File: config.mk
export PLATFORM = sky130hd
export DESIGN_NAME = lcd_timing_gen
export DESIGN_NICKNAME = d
export VERILOG_FILES = /design/src/rtl/lcd_tg_pkg.sv /design/src/rtl/lcd_tg_axis.sv /design/src/rtl/lcd_tg_regs.sv /design/src/rtl/lcd_tg_shadow.sv /design/src/rtl/lcd_timing_gen.sv
export SDC_FILE = /design/constraint.sdc
export NUM_CORES = 2
export LEC_CHECK = 0
export ABC_AREA = 1
export BUFFER_PORTS_ARGS = -buffer_cell sky130_fd_sc_hd__clkbuf_2
export CAP_MARGIN = 20
export CORE_MARGIN = 2
export CORE_UTILIZATION = 40
export CTS_BUF_LIST = sky130_fd_sc_hd__clkbuf_4 sky130_fd_sc_hd__clkbuf_8 sky130_fd_sc_hd__clkbuf_16
export CTS_CLUSTER_DIAMETER = 40
export DETAILED_ROUTE_END_ITERATION = 10
export PLACE_DENSITY = 0.56
export REMOVE_ABC_BUFFERS = 1
export SLEW_MARGIN = 10
export SYNTH_ARGS = -nofsm -noshare
export SYNTH_HDL_FRONTEND = slang
export SYNTH_SLANG_ARGS = --single-unit
File: constraint.sdc
create_clock -name clk -period 10.09 [get_ports clk]
set_clock_uncertainty 0.05 [all_clocks]
set_input_delay 0.5045 -clock clk [delete_from_list [all_inputs] [get_ports clk]]
set_output_delay 0.5045 -clock clk [all_outputs]
set_load 0.01 [all_outputs]
File: src/rtl/lcd_tg_pkg.sv
package lcd_tg_pkg;
  localparam int FW = 16;
  localparam int SW = FW + 2;

  typedef struct packed {
    logic [FW-1:0] act;
    logic [FW-1:0] fp;
    logic [FW-1:0] sw;
    logic [FW-1:0] bp;
  } axis_cfg_t;

  typedef struct packed {
    axis_cfg_t h;
    axis_cfg_t v;
  } timing_cfg_t;

  typedef enum logic [3:0] {
    A_ACTIVE = 4'd0,
    A_HPORCH = 4'd1,
    A_VPORCH = 4'd2,
    A_SYNCW  = 4'd3,
    A_CTRL   = 4'd4,
    A_PAN    = 4'd5,
    A_BASE   = 4'd6,
    A_GEOM   = 4'd7,
    A_STAT   = 4'd8,
    A_IRQEN  = 4'd9
  } reg_addr_e;

  localparam logic [3:0] MODE_BLANK = 4'h7;

  function automatic logic [SW-1:0] axis_total(axis_cfg_t c);
    return SW'(c.act) + SW'(c.fp) + SW'(c.sw) + SW'(c.bp);
  endfunction

  function automatic logic axis_ok(axis_cfg_t c, logic [31:0] cap);
    return (c.act != '0) && (c.sw != '0) && (32'(axis_total(c)) <= cap);
  endfunction

  function automatic logic [31:0] first_pixel_addr(logic [31:0] base,
                                                   logic [FW-1:0] xo,
                                                   logic [FW-1:0] yo,
                                                   logic [FW-1:0] vw,
                                                   logic [2:0] bpp);
    logic [31:0] pix;
    pix = 32'(yo) * 32'(vw) + 32'(xo);
    return base + pix * 32'(bpp);
  endfunction
endpackage

File: src/rtl/lcd_tg_axis.sv
module lcd_tg_axis
  import lcd_tg_pkg::*;
#(
  parameter int CW = 11
) (
  input  logic      clk,
  input  logic      rst_n,
  input  logic      run,
  input  logic      step,
  input  axis_cfg_t cfg,
  output logic      last,
  output logic      act_last,
  output logic      active,
  output logic      sync
);
  logic [CW-1:0] cnt_q;
  logic [SW-1:0] pos, tot, s_beg, s_end;

  assign pos   = SW'(cnt_q);
  assign tot   = axis_total(cfg);
  assign s_beg = SW'(cfg.act) + SW'(cfg.fp);
  assign s_end = s_beg + SW'(cfg.sw);

  assign last     = (pos == tot - SW'(1));
  assign act_last = (pos == SW'(cfg.act) - SW'(1));
  assign active   = (pos < SW'(cfg.act));
  assign sync     = (pos >= s_beg) && (pos < s_end);

  always_ff @(posedge clk or negedge rst_n) begin
    if (!rst_n)      cnt_q <= '0;
    else if (!run)   cnt_q <= '0;
    else if (step)   cnt_q <= last ? '0 : cnt_q + 1'b1;
  end
endmodule

File: src/rtl/lcd_tg_regs.sv
module lcd_tg_regs
  import lcd_tg_pkg::*;
#(
  parameter timing_cfg_t DEF_CFG = '0
) (
  input  logic          clk,
  input  logic          rst_n,
  input  logic          wr,
  input  logic [3:0]    addr,
  input  logic [31:0]   wdata,
  output logic [31:0]   rdata,
  input  logic          frame_done,
  output timing_cfg_t   cfg_live,
  output logic          run,
  output logic          hs_low,
  output logic          vs_low,
  output logic          pclk_inv,
  output logic [3:0]    mode,
  output logic [31:0]   base,
  output logic [FW-1:0] pan_x,
  output logic [FW-1:0] pan_y,
  output logic [FW-1:0] vwidth,
  output logic [2:0]    bpp,
  output logic          irq_en,
  output logic          stat
);
  logic [3:0] ctl_lo;

  always_ff @(posedge clk or negedge rst_n) begin
    if (!rst_n) begin
      cfg_live <= DEF_CFG;
      ctl_lo   <= '0;
      mode     <= '0;
      base     <= '0;
      pan_x    <= '0;
      pan_y    <= '0;
      vwidth   <= '0;
      bpp      <= '0;
      irq_en   <= 1'b0;
    end else if (wr) begin
      case (addr)
        A_ACTIVE: begin cfg_live.v.act <= wdata[31:16]; cfg_live.h.act <= wdata[15:0]; end
        A_HPORCH: begin cfg_live.h.bp  <= wdata[31:16]; cfg_live.h.fp  <= wdata[15:0]; end
        A_VPORCH: begin cfg_live.v.bp  <= wdata[31:16]; cfg_live.v.fp  <= wdata[15:0]; end
        A_SYNCW:  begin cfg_live.v.sw  <= wdata[31:16]; cfg_live.h.sw  <= wdata[15:0]; end
        A_CTRL:   begin mode <= wdata[31:28]; ctl_lo <= wdata[3:0]; end
        A_PAN:    begin pan_y <= wdata[31:16]; pan_x <= wdata[15:0]; end
        A_BASE:   base <= wdata;
        A_GEOM:   begin bpp <= wdata[18:16]; vwidth <= wdata[15:0]; end
        A_IRQEN:  irq_en <= wdata[0];
        default:  ;
      endcase
    end
  end

  // Status: a frame-done event wins over a simultaneous clear.
  always_ff @(posedge clk or negedge rst_n) begin
    if (!rst_n)                          stat <= 1'b0;
    else if (frame_done)                 stat <= 1'b1;
    else if (wr && (addr == A_STAT))     stat <= stat & wdata[0];
  end

  assign run      = ctl_lo[0];
  assign pclk_inv = ctl_lo[1];
  assign hs_low   = ctl_lo[2];
  assign vs_low   = ctl_lo[3];

  always_comb begin
    rdata = '0;
    case (addr)
      A_ACTIVE: rdata = {cfg_live.v.act, cfg_live.h.act};
      A_HPORCH: rdata = {cfg_live.h.bp, cfg_live.h.fp};
      A_VPORCH: rdata = {cfg_live.v.bp, cfg_live.v.fp};
      A_SYNCW:  rdata = {cfg_live.v.sw, cfg_live.h.sw};
      A_CTRL:   rdata = {mode, 24'd0, ctl_lo};
      A_PAN:    rdata = {pan_y, pan_x};
      A_BASE:   rdata = base;
      A_GEOM:   rdata = {13'd0, bpp, vwidth};
      A_STAT:   rdata = {31'd0, stat};
      A_IRQEN:  rdata = {31'd0, irq_en};
      default:  rdata = '0;
    endcase
  end
endmodule

File: src/rtl/lcd_tg_shadow.sv
module lcd_tg_shadow
  import lcd_tg_pkg::*;
#(
  parameter int          MAX_TOTAL = 2048,
  parameter timing_cfg_t DEF_CFG   = '0
) (
  input  logic          clk,
  input  logic          rst_n,
  input  logic          load,
  input  timing_cfg_t   cfg_live,
  input  logic [31:0]   base,
  input  logic [FW-1:0] pan_x,
  input  logic [FW-1:0] pan_y,
  input  logic [FW-1:0] vwidth,
  input  logic [2:0]    bpp,
  output timing_cfg_t   cfg_s,
  output logic [31:0]   addr_s,
  output logic          live_ok
);
  localparam logic [31:0] CAP = 32'(MAX_TOTAL);

  assign live_ok = axis_ok(cfg_live.h, CAP) && axis_ok(cfg_live.v, CAP);

  always_ff @(posedge clk or negedge rst_n) begin
    if (!rst_n) begin
      cfg_s  <= DEF_CFG;
      addr_s <= '0;
    end else if (load) begin
      if (live_ok) cfg_s <= cfg_live;
      addr_s <= first_pixel_addr(base, pan_x, pan_y, vwidth, bpp);
    end
  end
endmodule

File: src/rtl/lcd_timing_gen.sv
module lcd_timing_gen
  import lcd_tg_pkg::*;
#(
  parameter int MAX_TOTAL = 2048,
  parameter int DEF_HACT  = 4,
  parameter int DEF_HFP   = 1,
  parameter int DEF_HSW   = 1,
  parameter int DEF_HBP   = 2,
  parameter int DEF_VACT  = 3,
  parameter int DEF_VFP   = 1,
  parameter int DEF_VSW   = 1,
  parameter int DEF_VBP   = 1
) (
  input  logic        clk,
  input  logic        rst_n,
  input  logic        pix_ce,
  input  logic        reg_wr,
  input  logic [3:0]  reg_addr,
  input  logic [31:0] reg_wdata,
  output logic [31:0] reg_rdata,
  output logic        hsync_o,
  output logic        vsync_o,
  output logic        de_o,
  output logic        blank_o,
  output logic        pclk_inv_o,
  output logic        dma_start_o,
  output logic        irq_o,
  output logic [31:0] gfx_addr_o
);
  localparam int CW = $clog2(MAX_TOTAL);
  localparam timing_cfg_t DEF_CFG = '{
    h: '{act: FW'(DEF_HACT), fp: FW'(DEF_HFP), sw: FW'(DEF_HSW), bp: FW'(DEF_HBP)},
    v: '{act: FW'(DEF_VACT), fp: FW'(DEF_VFP), sw: FW'(DEF_VSW), bp: FW'(DEF_VBP)}
  };

  timing_cfg_t   cfg_live, cfg_s;
  logic          run, hs_low, vs_low, pclk_inv, irq_en, stat;
  logic [3:0]    mode;
  logic [31:0]   base;
  logic [FW-1:0] pan_x, pan_y, vwidth;
  logic [2:0]    bpp;
  logic          live_ok;

  // Named internal events
  logic frame_wrap, shadow_load, frame_done_ev, force_blank;
  logic vs_q, vsync_lead;

  axis_cfg_t cfg_a  [2];
  logic      step_a [2];
  logic      last_a [2];
  logic      al_a   [2];
  logic      act_a  [2];
  logic      sync_a [2];

  lcd_tg_regs #(.DEF_CFG(DEF_CFG)) u_regs (
    .clk(clk), .rst_n(rst_n), .wr(reg_wr), .addr(reg_addr), .wdata(reg_wdata),
    .rdata(reg_rdata), .frame_done(frame_done_ev), .cfg_live(cfg_live),
    .run(run), .hs_low(hs_low), .vs_low(vs_low), .pclk_inv(pclk_inv),
    .mode(mode), .base(base), .pan_x(pan_x), .pan_y(pan_y), .vwidth(vwidth),
    .bpp(bpp), .irq_en(irq_en), .stat(stat)
  );

  lcd_tg_shadow #(.MAX_TOTAL(MAX_TOTAL), .DEF_CFG(DEF_CFG)) u_shadow (
    .clk(clk), .rst_n(rst_n), .load(shadow_load), .cfg_live(cfg_live),
    .base(base), .pan_x(pan_x), .pan_y(pan_y), .vwidth(vwidth), .bpp(bpp),
    .cfg_s(cfg_s), .addr_s(gfx_addr_o), .live_ok(live_ok)
  );

  assign cfg_a[0]  = cfg_s.h;
  assign cfg_a[1]  = cfg_s.v;
  assign step_a[0] = pix_ce;
  assign step_a[1] = pix_ce & last_a[0];

  for (genvar g = 0; g < 2; g++) begin : g_axis
    lcd_tg_axis #(.CW(CW)) u_axis (
      .clk(clk), .rst_n(rst_n), .run(run), .step(step_a[g]), .cfg(cfg_a[g]),
      .last(last_a[g]), .act_last(al_a[g]), .active(act_a[g]), .sync(sync_a[g])
    );
  end

  assign frame_wrap    = run & pix_ce & last_a[0] & last_a[1];
  assign shadow_load   = ~run | frame_wrap;
  assign frame_done_ev = run & pix_ce & al_a[0] & al_a[1];
  assign force_blank   = (mode == MODE_BLANK);

  assign hsync_o    = (run & sync_a[0]) ^ hs_low;
  assign vsync_o    = (run & sync_a[1]) ^ vs_low;
  assign de_o       = run & act_a[0] & act_a[1] & ~force_blank;
  assign blank_o    = ~de_o;
  assign pclk_inv_o = pclk_inv;
  assign irq_o      = stat & irq_en;

  always_ff @(posedge clk or negedge rst_n) begin
    if (!rst_n) vs_q <= 1'b0;
    else        vs_q <= vsync_o;
  end

  assign vsync_lead  = vs_low ? (vs_q & ~vsync_o) : (~vs_q & vsync_o);
  assign dma_start_o = vsync_lead;
endmodule

# After elaboration in Yosys (flattened, before gate mapping)
# Cells that the tools add are included.
[op_classes]
addsub = 20
multipliers = 2
n_lt_le_gt_ge = 8
n_eq_ne = 16
mux = 10
bitwise_logic = 23
n_reduce_logical = 24
[op_table]
columns = ["cell", "count"]
rows = [
  ["32-bit one-hot mux with 10 select lines", 1],
  ["18-bit by 16-bit adder with 18-bit output", 6],
  ["11-bit by 18-bit equality test with 1-bit output", 4],
  ["16-bit by 16-bit adder with 17-bit output", 4],
  ["11-bit two-way mux", 6],
  ["16-bit nonzero test", 4],
  ["17-bit by 16-bit adder with 18-bit output", 2],
  ["11-bit by 18-bit >= comparator with 1-bit output", 2],
  ["18-bit by 12-bit less-or-equal comparator with 1-bit output, second input constant", 2],
  ["11-bit by 18-bit < comparator with 1-bit output", 2],
  ["18-bit by 1-bit subtractor with 18-bit output, second input constant", 2],
  ["16-bit by 1-bit subtractor with 17-bit output, second input constant", 2],
  ["32-bit by 16-bit adder with 32-bit output", 1],
  ["32-bit adder", 1],
  ["11-bit by 16-bit < comparator with 1-bit output", 2],
  ["16-bit by 16-bit multiplier with 32-bit output", 1],
  ["32-bit by 3-bit multiplier with 32-bit output", 1],
  ["11-bit by 1-bit adder with 11-bit output, second input constant", 2],
  ["4-bit by 3-bit equality test with 1-bit output, second input constant", 5],
  ["2-bit AND reduction", 10],
  ["1-bit AND", 15],
  ["4-bit by 2-bit equality test with 1-bit output, second input constant", 2],
  ["4-bit equality test, second input constant", 2],
  ["1-bit logical AND", 8],
  ["9 further kinds", 16],
]
[word_totals]
ff_bits = 404
input_bits = 40
wordCells = 132

# Longest topological paths before layout
[depth]
ltp_word = 9
ltp_mapped = 44
ltp_nobuf = 42

# Cells and area by module
# A second synthesis with hierarchy kept.
[hier_totals]
cells_unflattened = 5980
area_unflattened_um2 = 43611.8
[modules_own_cells]
columns = ["mod", "instances", "cells_each", "area_per_inst_um2", "seq_area_each_um2"]
rows = [
  ["lcd_tg_shadow", 1, 3023, 23343.6, 4015.1],
  ["lcd_tg_axis", 2, 849, 5134.9, 275.3],
  ["lcd_tg_regs", 1, 1229, 9844.4, 5541.6],
  ["lcd_timing_gen", 1, 30, 153.9, 25.0],
]

# Worst setup path after synthesis
# Ideal clock, no wire load.
[synth_timing]
path_type = "register -> register"
from = "reg u_regs.pan_y[7]"
to = "reg u_shadow.addr_s[31]"
setup_time_ns = 0.117
t_arrival_ns = 7.968
required_time_ns = 9.923
slack_ns = 1.954
path_stages_with_launch = 45
n_path_buf = 2
synth_period_minus_slack_ns = 8.136
path_cell_list = "dfrtp_1 > clkbuf_1 > clkbuf_1 > nand2_1 > fa_1 > inv_1 > fa_1 > inv_1 > fa_1 > inv_1 > fa_1 > fa_1 > inv_1 > fa_1 > inv_1 > ha_1 > nand2_1 > nand2_1 > (+9 left out) > xor2_1 > nor2_1 > fa_1 > inv_1 > fa_1 > inv_1 > ha_1 > a21oi_1 > inv_1 > a21oi_1 > nor2_1 > a211oi_1 > o21ai_0 > a21o_1 > inv_1 > nand3_1 > nand3_1 > nand2_1"
[synth_between]
elab_chain_cells = 4
[synth_lines]
columns = ["item", "line_no", "source"]
rows = [
  ["from (decl)", "lcd_tg_regs.sv:21", "output logic [FW-1:0] pan_y,"],
  ["from (signal assigned)", "lcd_tg_regs.sv:47", "A_PAN: begin pan_y <= wdata[31:16]; pan_x <= wdata[15:0]; end"],
  ["16-bit by 16-bit multiplier with 32-bit output", "lcd_tg_pkg.sv:46", "pix = 32'(yo) * 32'(vw) + 32'(xo);"],
  ["32-bit by 16-bit adder with 32-bit output", "lcd_tg_pkg.sv:46", ""],
  ["32-bit by 3-bit multiplier with 32-bit output", "lcd_tg_pkg.sv:47", "return base + pix * 32'(bpp);"],
  ["32-bit adder", "lcd_tg_pkg.sv:47", ""],
  ["to (signal assigned)", "lcd_tg_shadow.sv:30", "addr_s <= first_pixel_addr(base, pan_x, pan_y, vwidth, bpp);"],
  ["to (decl)", "lcd_tg_shadow.sv:17", "output logic [31:0] addr_s,"],
]
# No other way between the ends.
# A chain may end at the register's enable or synchronous reset.

# Worst setup path in the final report
[layout_timing]
from = "reg u_regs.vwidth[3]"
to = "reg u_shadow.addr_s[31]"
[layout_between]
elab_chain_cells = 4
[layout_lines]
columns = ["item", "line_no", "source"]
rows = [
  ["from (decl)", "lcd_tg_regs.sv:22", "output logic [FW-1:0] vwidth,"],
  ["from (signal assigned)", "lcd_tg_regs.sv:49", "A_GEOM: begin bpp <= wdata[18:16]; vwidth <= wdata[15:0]; end"],
  ["16-bit by 16-bit multiplier with 32-bit output", "lcd_tg_pkg.sv:46", ""],
  ["32-bit by 16-bit adder with 32-bit output", "lcd_tg_pkg.sv:46", ""],
  ["32-bit by 3-bit multiplier with 32-bit output", "lcd_tg_pkg.sv:47", ""],
  ["32-bit adder", "lcd_tg_pkg.sv:47", ""],
]
# No other way between the ends.

==> out/qor_table.md <==
| Group | Metric | This run |
|---|---|---|
| outcome | Outcome | finished clean |
| timing | Final Max Slew Viols | 0 |
| routing | DR vias/cell | 5.18 |
| critical path | Critical path fanouts, max | 18 |
| final layout | Area taken by flip-flops and latches | 0.0101 mm2 |
| critical path | Worst stage delay on the critical path | 0.97 ns |
| timing | Headroom to the max-slew limit | 34.9% |
| global routing | Largest net degree at the start of global routing | 161 |
| logic synthesis | Distinct cells, synth | 47 |
| global routing | Total routing usage reported by global routing | 27.6% |
| routing | Aggregate routed wire length | 147 mm |
| floorplan | Chip height | 329 um |
| final layout | Area growth, synth to finish | 12.2% |
| final layout | Total of fill cells in the finished design | 11000 |
| logic synthesis | Share of the yosys chip area belonging to registers | 23.9% |
| floorplan | Die area | 0.108 mm2 |
| critical path | Launching element type of the critical path | flip-flop |
| routing | DR vias | 37800 |
| routing | Final routed wire length divided by cell count | 20.1 um |
| run | Max-cap violations | 0 |
| floorplan | Boundary Pins | 111 |
| global routing | Initial antenna violation count | 5 |
| timing | Fmax | 111 MHz |
| place | I/O Buffers | 110 |
| logic synthesis | Top post-synthesis cells by area | sky130_fd_sc_hd__dfrtp_1, sky130_fd_sc_hd__fa_1, sky130_fd_sc_hd__nand2_1 |
| logic synthesis | Synth Flop Type | sky130_fd_sc_hd__dfrtp_1 |
| timing | Min Clock Period, post-route | 9.04 ns |
| final layout | Number of diodes | 0 |
| floorplan | Site row count | 119 |
| cts | TritonCTS Buffers | 90 |
| hold path | Type of the tightest min-delay check | input port to flip-flop |
| timing | Sum of negative setup slack | 0 ns |
| logic synthesis | Number of enable-type register cells in the synthesized netlist | 0 |
| logic synthesis | Synth top area share | 22.8% |
| logic synthesis | Synth Register Bits | 404 |
| cts | Clock transition at the registers of the reported paths | 0.06 ns |
| logic synthesis | Number of cells produced by synthesis | 5785 |
| global routing | Remaining global-route overflow | 0 |
| cts | Clk_lat worst skew | 0.67 ns |
| routing | Metal3 WL | 7.80 mm |
| critical path | Worst-path cell with the longest stage delay | sky130_fd_sc_hd__dfrtp_1 |
| logic synthesis | Post-synth design cell area | 0.0423 mm2 |
| timing | Final critical-path setup slack | 1.05 ns |
| routing | DR WL met2 | 67.3 mm |
| timing | Count of final setup violators | 0 |
| routing | Post-route DRC | 0 |
| floorplan | Initial standard-cell utilization of the core | 40.3% |
| logic synthesis | Area leader, netlist | sky130_fd_sc_hd__dfrtp_1 |
| timing | Post-route fraction of the period consumed by the critical path | 89.6% |
| logic synthesis | Async set-or-reset flop fraction in the synthesized netlist | 100% |
| timing | Worst slew pin tran | 0.976 ns |
| final layout | Share of the core filled with cells in the final layout | 45.2% |
| place | Worst setup timing slack at the placement stage | 1.11 ns |
| cts | CTS tree | built |
| place | GP Congestion | 0.953 |
| cts | Buffer cell driving the clock tree root | sky130_fd_sc_hd__clkbuf_16 |
| critical path | Most repeated library cell on the critical path | sky130_fd_sc_hd__inv_1 |
| routing | Wire length on met1 | 63.2 mm |
| floorplan | Area of the placeable core | 0.105 mm2 |
| logic synthesis | Total of warnings raised by yosys | 0 |
| timing | Worst-case hold slack | 0.152 ns |
| cts | Clock Sinks | 404 |
| critical path | Data required time at the worst endpoint | 10.57 ns |
| critical path | WS Path Type | flip-flop to flip-flop |
| timing | Unrepaired setup endpoints after global routing | false |
| global routing | Vias in the first global route | 37800 |
| place | Total half-perimeter wirelength after legalization and detailed placement | 116 mm |
| final layout | Area of combinational cells with multiple inputs | 0.0271 mm2 |
| cts | # H-tree levels | 3 |
| timing | Count of final hold-check violations | 0 |
| final layout | Layout cell share with drive strength beyond 1 | 5.94% |
| routing | Number of nets with antenna violations after routing | 0 |
| logic synthesis | Average cell area after synthesis | 7.32 um2 |
| floorplan | Die width | 329 um |
| global routing | Global-route wire length before repair | 227 mm |
| critical path | Kind of capture point of the worst setup path | flip-flop |
| routing | Detailed router's first-iteration violation count | 3034 |
| routing | Number of detailed-routing iterations run before antenna repair | 6 |
| final layout | Final-stage net count | 6587 |
| cts | Post-CTS Setup Repair Bufs | 0 |
| critical path | Endpoint arrival time on the critical path | 9.52 ns |
| routing | Max layer used | met4 |
| cts | Max Root-Sink Buffers | 3 |
-- through the flow --
step,cells,cell area (um2)
5_1_grt,7299,47500
4_1_cts,7297,47400
6_report,7299,47500
3_3_place_gp,7130,44200
2_1_floorplan,5592,41600
3_5_place_dp,7131,44200
-- what timing repair did --
action	in CTS	in global routing
gates resized for setup	0	0
hold buffers	1	0
hold endpoints to repair	72	0
-- layout by cell type (no fill, tap or decap), types with 12 or more instances in the layout --
cell type / count
sky130_fd_sc_hd__a221oi_1: 36
sky130_fd_sc_hd__clkbuf_2: 109
sky130_fd_sc_hd__fa_1: 311
sky130_fd_sc_hd__ha_1: 401
sky130_fd_sc_hd__o21ai_0: 343
sky130_fd_sc_hd__a21oi_1: 247
sky130_fd_sc_hd__xor2_1: 160
sky130_fd_sc_hd__nor4_1: 19
sky130_fd_sc_hd__o21bai_1: 18
sky130_fd_sc_hd__clkinvlp_4: 14
sky130_fd_sc_hd__xnor2_1: 67
sky130_fd_sc_hd__clkbuf_16: 93
sky130_fd_sc_hd__o2111ai_1: 18
sky130_fd_sc_hd__a31oi_1: 14
sky130_fd_sc_hd__nand3_1: 331
sky130_fd_sc_hd__inv_1: 1168
sky130_fd_sc_hd__nand2_1: 1522
sky130_fd_sc_hd__o22ai_1: 19
sky130_fd_sc_hd__buf_4: 35
sky130_fd_sc_hd__nor3_1: 48
sky130_fd_sc_hd__a21o_1: 15
sky130_fd_sc_hd__nand4_1: 66
sky130_fd_sc_hd__dfstp_2: 18
sky130_fd_sc_hd__o221ai_1: 12
sky130_fd_sc_hd__nor2_1: 278
sky130_fd_sc_hd__dfrtp_1: 385
sky130_fd_sc_hd__nand3b_1: 23
-- sequential cells by signal, indices dropped and copies added (netlist names) --
| name | count |
|---|---|
| u_regs.ctl_lo | 4 |
| u_regs.vwidth | 16 |
| u_regs.pan_y | 16 |
| g_axis.u_axis.cnt_q | 22 |
| u_regs.cfg_live | 128 |
| vs_q | 1 |
| u_regs.pan_x | 16 |
| u_regs.bpp | 3 |
| u_shadow.addr_s | 32 |
| u_regs.stat | 1 |
| u_regs.irq_en | 1 |
| u_shadow.cfg_s | 128 |
| u_regs.base | 32 |
| u_regs.mode | 4 |
-- critical path: cells and delay by family (launching register included) --
kind / cells / cell delay (ns)
compound gates: 6 / 0.83
xor+xnor: 1 / 0.24
fa+ha+maj: 10 / 4.59
buf+inv: 10 / 0.63
flops: 1 / 0.97
simple gates: 15 / 1.60
-- final cells by class --
cell class	instances	area share (%)
well taps	1391	3.67
clock buffers	107	5.22
clock inverters	58	1.52
flip-flops and latches	404	21.3
multi-input cells	4015	57.0
repair buffers	151	1.97
inverters	1173	9.27
-- layer usage --
| layer | up-vias | GRT usage (%) |
|---|---|---|
| met2 | 1132 | 45.0 |
| met3 | 276 | 3.10 |
| met5 | - | 0 |
| li1 | 18300 | - |
| met1 | 18100 | 36.3 |
| met4 | 0 | 14.1 |
-- cells in the mapped netlist, types with 14 or more instances --
library cell                   n
sky130_fd_sc_hd__a21o_1       15
sky130_fd_sc_hd__a21oi_1     247
sky130_fd_sc_hd__a221oi_1     36
sky130_fd_sc_hd__a31oi_1      14
sky130_fd_sc_hd__buf_2        38
sky130_fd_sc_hd__clkbuf_1    147
sky130_fd_sc_hd__dfrtp_1     386
sky130_fd_sc_hd__dfstp_2      18
sky130_fd_sc_hd__fa_1        311
sky130_fd_sc_hd__ha_1        401
sky130_fd_sc_hd__inv_1      1168
sky130_fd_sc_hd__nand2_1    1529
sky130_fd_sc_hd__nand3_1     331
sky130_fd_sc_hd__nand3b_1     23
sky130_fd_sc_hd__nand4_1      66
sky130_fd_sc_hd__nor2_1      282
sky130_fd_sc_hd__nor3_1       48
sky130_fd_sc_hd__nor4_1       19
sky130_fd_sc_hd__o2111ai_1    18
sky130_fd_sc_hd__o21ai_0     343
sky130_fd_sc_hd__o21bai_1     18
sky130_fd_sc_hd__o22ai_1      19
sky130_fd_sc_hd__xnor2_1      67
sky130_fd_sc_hd__xor2_1      160
-- cell families (layout without fill, tap and decap cells) --
logic type               after synthesis  count (layout)  synth area share (%)
AO/OA/AOI/OAI                        771             771                  10.3
AND/OR/NAND/NOR                     2305            2305                  22.3
flip-flops                           404             404                  23.9
buffers and inverters               1366            1489                  12.2
XOR/XNOR                             227             227                  4.70
adder cells (fa/ha/maj)              712             712                  26.6
-- final timing paths --
kind | from | endpoint | slack, ns | cells after the start
hold reg to reg | u_shadow.cfg_s[15]$_DFFE_PN0P_ | u_shadow.cfg_s[15]$_DFFE_PN0P_ | 0.42 | 2
setup / recovery | u_regs.vwidth[3]$_DFFE_PN0P_ | u_shadow.addr_s[31]$_DFFE_PN0P_ | 1.05 | 42
min in group asynchronous | rst_n | u_shadow.cfg_s[95]$_DFFE_PN0P_ | 0.36 | 2
hold / removal | reg_addr[3] | u_regs.irq_en$_DFFE_PN0P_ | 0.15 | 3
max in group asynchronous | rst_n | u_shadow.addr_s[5]$_DFFE_PN0P_ | 7.33 | 4
setup reg to reg | u_regs.vwidth[3]$_DFFE_PN0P_ | u_shadow.addr_s[31]$_DFFE_PN0P_ | 1.05 | 42
Power is not shown: default switching activity piles up to over one toggle a cycle in this logic, so the estimate is an artifact.
